File: src/rtl/cc_cap_pkg.sv
package cc_cap_pkg;

  typedef enum logic [1:0] {
    SQ_IDLE   = 2'd0,
    SQ_ACTIVE = 2'd1,
    SQ_DONE   = 2'd2
  } seq_state_e;

  typedef enum logic [1:0] {
    IRQ_LINE_END  = 2'b00,
    IRQ_CAP_DONE  = 2'b01,
    IRQ_CAP_QUAL  = 2'b10,
    IRQ_DISABLED  = 2'b11
  } irq_src_e;

  function automatic int unsigned max_u(input int unsigned a, input int unsigned b);
    return (a > b) ? a : b;
  endfunction

endpackage

File: src/rtl/cc_dclk_seq.sv
module cc_dclk_seq
  import cc_cap_pkg::*;
#(
  parameter int unsigned DLY_W  = 5,
  parameter int unsigned PER_W  = 8,
  parameter int unsigned BASE   = 13,
  parameter int unsigned PULSES = 16
) (
  input  logic             clk,
  input  logic             clr,
  input  logic             start,
  input  logic [DLY_W-1:0] dly_n,
  input  logic [PER_W-1:0] bit_per,
  output logic             fire,
  output logic             last,
  output logic             data_clk
);

  localparam int unsigned DLY_MAX = BASE + (1 << DLY_W);
  localparam int unsigned CNT_W   = max_u($clog2(DLY_MAX), PER_W);
  localparam int unsigned PCNT_W  = $clog2(PULSES + 1);

  seq_state_e         state_q;
  logic [CNT_W-1:0]   cnt_q;
  logic [PCNT_W-1:0]  pcnt_q;
  logic [CNT_W-1:0]   per_m1;
  logic [CNT_W-1:0]   dly_load;

  // spacing of zero behaves as back-to-back pulses
  assign per_m1   = (bit_per == '0) ? '0 : CNT_W'(bit_per) - CNT_W'(1);
  assign dly_load = CNT_W'(BASE - 1) + CNT_W'(dly_n);

  assign fire = (state_q == SQ_ACTIVE) && (cnt_q == '0);
  assign last = fire && (pcnt_q == PCNT_W'(PULSES - 1));

  always_ff @(posedge clk) begin
    if (clr) begin
      state_q  <= SQ_IDLE;
      cnt_q    <= '0;
      pcnt_q   <= '0;
      data_clk <= 1'b0;
    end else begin
      data_clk <= fire;
      case (state_q)
        SQ_IDLE: begin
          if (start) begin
            state_q <= SQ_ACTIVE;
            cnt_q   <= dly_load;
          end
        end
        SQ_ACTIVE: begin
          if (fire) begin
            if (last) begin
              state_q <= SQ_DONE;
            end else begin
              cnt_q  <= per_m1;
              pcnt_q <= pcnt_q + PCNT_W'(1);
            end
          end else begin
            cnt_q <= cnt_q - CNT_W'(1);
          end
        end
        default: begin
          state_q <= SQ_DONE;
        end
      endcase
    end
  end

endmodule

File: src/rtl/cc_shift_cap.sv
module cc_shift_cap #(
  parameter int unsigned DATA_W = 16,
  localparam int unsigned HALF_W = DATA_W / 2
) (
  input  logic              clk,
  input  logic              clr,
  input  logic              shift_en,
  input  logic              din,
  output logic [HALF_W-1:0] hi,
  output logic [HALF_W-1:0] lo
);

  logic [DATA_W-1:0] sr_q;

  // new bit enters at the top, so the first bit ends in bit 0
  always_ff @(posedge clk) begin
    if (clr) begin
      sr_q <= '0;
    end else if (shift_en) begin
      sr_q <= {din, sr_q[DATA_W-1:1]};
    end
  end

  assign hi = sr_q[DATA_W-1:HALF_W];
  assign lo = sr_q[HALF_W-1:0];

endmodule

File: src/rtl/cc_done_irq.sv
module cc_done_irq
  import cc_cap_pkg::*;
#(
  parameter int unsigned RC_W  = 3,
  parameter int unsigned RC_LO = 4,
  parameter int unsigned RC_HI = 6
) (
  input  logic            clk,
  input  logic            clr,
  input  logic            last,
  input  logic            method2,
  input  logic            qual_en,
  input  logic [RC_W-1:0] runin_cnt,
  input  logic            line_end,
  input  logic [1:0]      irq_sel,
  output logic            latch_done,
  output logic            irq
);

  logic     rc_ok;
  logic     qual_pass;
  logic     src;
  logic     fired_q;
  irq_src_e sel;

  assign sel       = irq_src_e'(irq_sel);
  assign rc_ok     = (runin_cnt >= RC_W'(RC_LO)) && (runin_cnt <= RC_W'(RC_HI));
  assign qual_pass = method2 | ~qual_en | rc_ok;

  always_comb begin
    case (sel)
      IRQ_LINE_END: src = line_end;
      IRQ_CAP_DONE: src = last;
      IRQ_CAP_QUAL: src = last & rc_ok;
      default:      src = 1'b0;
    endcase
  end

  always_ff @(posedge clk) begin
    if (clr) begin
      latch_done <= 1'b0;
      irq        <= 1'b0;
      fired_q    <= 1'b0;
    end else begin
      irq     <= src & ~fired_q;
      fired_q <= fired_q | src;
      if (last && qual_pass) begin
        latch_done <= 1'b1;
      end
    end
  end

endmodule

File: src/rtl/cc_line_capture.sv
module cc_line_capture #(
  parameter int unsigned DATA_W = 16,
  parameter int unsigned DLY_W  = 5,
  parameter int unsigned PER_W  = 8,
  parameter int unsigned BASE   = 13,
  parameter int unsigned RC_W   = 3,
  parameter int unsigned RC_LO  = 4,
  parameter int unsigned RC_HI  = 6,
  localparam int unsigned HALF_W = DATA_W / 2
) (
  input  logic              clk,
  input  logic              rst,
  input  logic              vsync,
  input  logic              start_det,
  input  logic              slice_bit,
  input  logic [DLY_W-1:0]  dly_sel,
  input  logic [PER_W-1:0]  bit_per,
  input  logic              method2,
  input  logic              qual_en,
  input  logic [RC_W-1:0]   runin_cnt,
  input  logic              line_end,
  input  logic [1:0]        irq_sel,
  output logic              data_clk,
  output logic [HALF_W-1:0] byte_hi,
  output logic [HALF_W-1:0] byte_lo,
  output logic              latch_done,
  output logic              irq
);

  logic vs_q;
  logic vs_fall;
  logic clr;
  logic fire;
  logic last;

  // high after reset, so a low vsync at release clears an already clear block
  always_ff @(posedge clk) begin
    if (rst) vs_q <= 1'b1;
    else     vs_q <= vsync;
  end

  assign vs_fall = vs_q & ~vsync;
  assign clr     = rst | vs_fall;

  cc_dclk_seq #(
    .DLY_W (DLY_W),
    .PER_W (PER_W),
    .BASE  (BASE),
    .PULSES(DATA_W)
  ) u_seq (
    .clk     (clk),
    .clr     (clr),
    .start   (start_det),
    .dly_n   (dly_sel),
    .bit_per (bit_per),
    .fire    (fire),
    .last    (last),
    .data_clk(data_clk)
  );

  cc_shift_cap #(
    .DATA_W(DATA_W)
  ) u_shift (
    .clk     (clk),
    .clr     (clr),
    .shift_en(fire),
    .din     (slice_bit),
    .hi      (byte_hi),
    .lo      (byte_lo)
  );

  cc_done_irq #(
    .RC_W (RC_W),
    .RC_LO(RC_LO),
    .RC_HI(RC_HI)
  ) u_done (
    .clk       (clk),
    .clr       (clr),
    .last      (last),
    .method2   (method2),
    .qual_en   (qual_en),
    .runin_cnt (runin_cnt),
    .line_end  (line_end),
    .irq_sel   (irq_sel),
    .latch_done(latch_done),
    .irq       (irq)
  );

endmodule

File: config.mk
export PLATFORM = sky130hd
export DESIGN_NAME = cc_line_capture
export DESIGN_NICKNAME = d
export VERILOG_FILES = /design/src/rtl/cc_cap_pkg.sv /design/src/rtl/cc_dclk_seq.sv /design/src/rtl/cc_shift_cap.sv /design/src/rtl/cc_done_irq.sv /design/src/rtl/cc_line_capture.sv
export SDC_FILE = /design/constraint.sdc
export NUM_CORES = 1
export LEC_CHECK = 0
export ABC_AREA = 1
export CAP_MARGIN = 10
export CORE_UTILIZATION = 47
export CTS_BUF_LIST = sky130_fd_sc_hd__clkbuf_8
export DETAILED_ROUTE_END_ITERATION = 8
export GPL_TIMING_DRIVEN = 0
export PLACE_DENSITY = 0.78
export SLEW_MARGIN = 20
export SYNTH_ARGS = -nofsm -noshare
export SYNTH_HDL_FRONTEND = slang
export SYNTH_SLANG_ARGS = --single-unit
File: constraint.sdc
create_clock -name clk -period 1.5 [get_ports clk]
set_input_delay 0.15 -clock clk [delete_from_list [all_inputs] [get_ports clk]]
set_output_delay 0.15 -clock clk [all_outputs]
set_load 0.02 [all_outputs]
==> impl_metrics.yaml <==
status:
  outcome: "complete, but fails checks"
  violations: "setup timing"
yosys:
  syn_area_um2: 2020
  ys_ff_latch: 36
  synth_cell_types: 31
  avgSynthCellArea_um2: 6.90
  netlist_instances: 293
  synth_nets: 325
  synth_seq_area_share_pct: 35.7
  yosys_warnings: 0
floorplanning:
  die_w_um: 67.6
  io_pins: 45
  die_y_um: 67.6
  fp-row-count: 23
  initial_utilization_pct: 49.8
  die_area_um2: 4570
  core_area_um2: 4060
timing:
  skew_ns: 0.00589
  grt_setup_unrepaired: "true"
  worst_pin_slew_ns: 0.339
  whs_ns: 0.430
  slew_headroom_pct: 77.4
  period_share_pct: 101
  hold_viol: 0
  fin_crit_ns: 1.51
  setup_tns_ns: -0.0296
  setup_violations: 4
  worst_slack_ns: -0.00974
  drv_slew: 0
  max_freq_mhz: 662
placed_design:
  post-place-ws_ns: -0.378
  gp_congestion: 0.825
  dpl.hpwl_mm: 3.30
  port_buffers: 44
final_layout:
  area.sequential_um2: 728
  layout_common_cells: "55 x nor2_1, 44 x clkdlybuf4s50_1, 42 x nand2_1, 34 x inv_1, 32 x dfxtp_1"
  multiInputGateArea_um2: 1230
  num-fill-cells: 340
  final_net_count: 392
  layout_commonest_cell: "nor2_1"
  drive_gt1_share_pct: 22.2
  diodes: 0
  syn_to_final_growth_pct: 44.0
  utilization_pct: 71.7
global_routing:
  grt_pass1_wl_mm: 7.56
  antenna_found_initial: 0
  grt_overflow: 0
  grtUsageTotal_pct: 21.9
  first_global_vias: 1756
  grt_max_degree: 11
clock_tree:
  clk_latency_ns: 0.28
  path_clk_slew_ns: 0.07
  cts_root_buf: "clkbuf_8"
  cts-htree-levels: 2
  clockBufferDepth: 2
  cts_buffers: 5
  cts_hold_buf: 0
  clock_sinks: 36
  tritoncts: "yes"
routing:
  avgViaCountPerCell: 5.07
  ant_nets: 0
  drc_errors: 0
  wire_per_inst_um: 12.7
  wirelength_mm: 5.24
  drt_iter0_drc: 146
  dr.pass1.iters: 4
  vias: 2082
worst_setup_path:
  regToRegStartpoint: "u_seq.pcnt_q[1]$_SDFFE_PP0P_"
  crit_type: "register to register"
  crit_top_cell: "nand3_4"
  crit_required_ns: 1.71
  path_cells: "ha_4 > nand2_2 > nor2_2 > ha_2 > nand3_4 > nand3_4 > buf_6 > nor2_4 > a21oi_1"
  slowest_delay_ns: 0.37
  startpoint_type: "register"
  reg2regPathDepth: 9
  arrival_ns: 1.72
  reg2reg_slack_ns: -0.01
  rr_endpoint: "u_seq.cnt_q[3]$_SDFFE_PP0P_"
  path_max_fanout: 5
  crit_path_end_kind: "register"
  slowest_stage: "dfxtp_4"
power:
  power_density_nw_per_um2: 806
  irDropWorstVdd_uv: 753
  leakagePower_nw: 1.20
  total_power_mw: 2.34
min_path:
  worstHoldStart: "u_done.fired_q$_SDFF_PP0_"
  hold_end: "u_done.irq$_SDFF_PP0_"
  hp-class: "register to register"
  hold_depth: 1
flow_run:
  drv_cap: 0
[state kept, by name, summed over array words and instances, names as in the netlist]
| name | cells |
|---|---|
| u_seq.state_q | 2 |
| u_seq.data_clk | 1 |
| u_done.latch_done | 1 |
| u_done.fired_q | 1 |
| u_seq.pcnt_q | 5 |
| u_shift.sr_q | 16 |
| u_seq.cnt_q | 8 |
| vs_q | 1 |
| u_done.irq | 1 |
[cell usage after synthesis]
master    number  area, µm²
a31oi_1        1       6.26
nor3_1         1       5.00
a21oi_4        1       16.3
inv_1         34        128
ha_1           6       75.1
nor3_2         1       10.0
nand3_1       20        100
nor2_8         1       20.0
nor2_1        60        225
o21ai_1        3       15.0
nand3_4        3       52.6
nand3_2        2       20.0
xor2_1         4       35.0
or2_2          1       6.26
dfxtp_1       36        721
nor2_4         2       22.5
nor2_2         1       6.26
buf_6          3       33.8
nand2_1       48        180
buf_4          1       7.51
inv_2          6       22.5
o21ai_0       27        135
a21boi_0       1       7.51
xnor2_1        1       8.76
nand3b_1       1       7.51
a21oi_1       16       80.1
o21bai_1       1       7.51
nand4_1        2       12.5
a21oi_2        2       17.5
nand2_2        4       25.0
clkbuf_1       3       11.3
[worst max-delay path: cells and delay by family (launching register included)]
| family | cells | cell delay [ns] |
|---|---|---|
| AO/OA/AOI/OAI | 1 | 0.13 |
| adder cells (fa/ha/maj) | 2 | 0.36 |
| buffers and inverters | 1 | 0.14 |
| flip-flops | 1 | 0.37 |
| AND/OR/NAND/NOR | 5 | 0.45 |
[metal layers]
| metal | part of all wire (%) | vias up | wire length [µm] | track usage [%] |
|---|---|---|---|---|
| met4 | 0.86 | 0 | 45 | 6.65 |
| li1 | - | 1070 | - | - |
| met2 | 48 | 58 | 2540 | 38.5 |
| met3 | 6.0 | 6 | 313 | 4.56 |
| met5 | 0 | - | 0 | 0 |
| met1 | 45 | 948 | 2340 | 26.5 |
[through the flow]
step                std cells  area, µm²
finish                    411       2910
global route              411       2910
CTS                       400       2680
detailed placement        387       2520
global placement          387       2520
floorplan                 293       2020
[worst max path at each step]
stage	startpoint	end	slack (ns)	cells past startpoint
after floorplan	u_seq.cnt_q[0]$_SDFFE_PP0P_	u_seq.cnt_q[2]$_SDFFE_PP0P_	0.02	9
after global placement	vsync	u_shift.sr_q[11]$_SDFFE_PP0N_	-0.32	6
after detailed placement	vsync	u_shift.sr_q[13]$_SDFFE_PP0N_	-0.38	6
after CTS	u_seq.cnt_q[0]$_SDFFE_PP0P_	u_seq.cnt_q[0]$_SDFFE_PP0P_	-0.02	10
after global routing	u_seq.pcnt_q[1]$_SDFFE_PP0P_	u_seq.cnt_q[7]$_SDFFE_PP0P_	-0.07	10
final	u_seq.pcnt_q[1]$_SDFFE_PP0P_	u_seq.cnt_q[3]$_SDFFE_PP0P_	-0.01	9
[cells by family after synthesis]
group	Yosys count	synth area share (%)
and+or+nand+nor	147	34.3
AOI/OAI and AO/OA	52	14.1
buffers and inverters	47	10.0
adders and majority gates	6	3.72
DFF	36	35.7
xor gates and xnor gates	5	2.17
[area by class of cell]
type	count	area share, %
Buffer	7	2.15
Clock buffer	6	2.84
Clock inverter	2	0.258
Inverter	40	5.42
Multi-Input combinational cell	211	42.1
Sequential cell	36	25.0
Tap cell	50	2.15
Timing Repair Buffer	59	20.0
[report_power, final]
part / internal (mW) / leakage [nW] / total, mW / switching, mW
clock network: 0.361 / 0.0538 / 0.684 / 0.323
registers: 0.993 / 0.294 / 1.03 / 0.0340
logic: 0.292 / 0.848 / 0.633 / 0.341
[what timing repair did]
item                       in CTS  in global routing
gates resized for setup        11                 47
gates cloned                    1                  3
setup endpoints to repair      33                 27
pin swaps                       6                 22
buffers inserted                4                  8
Power figures use the tool's default switching activity.
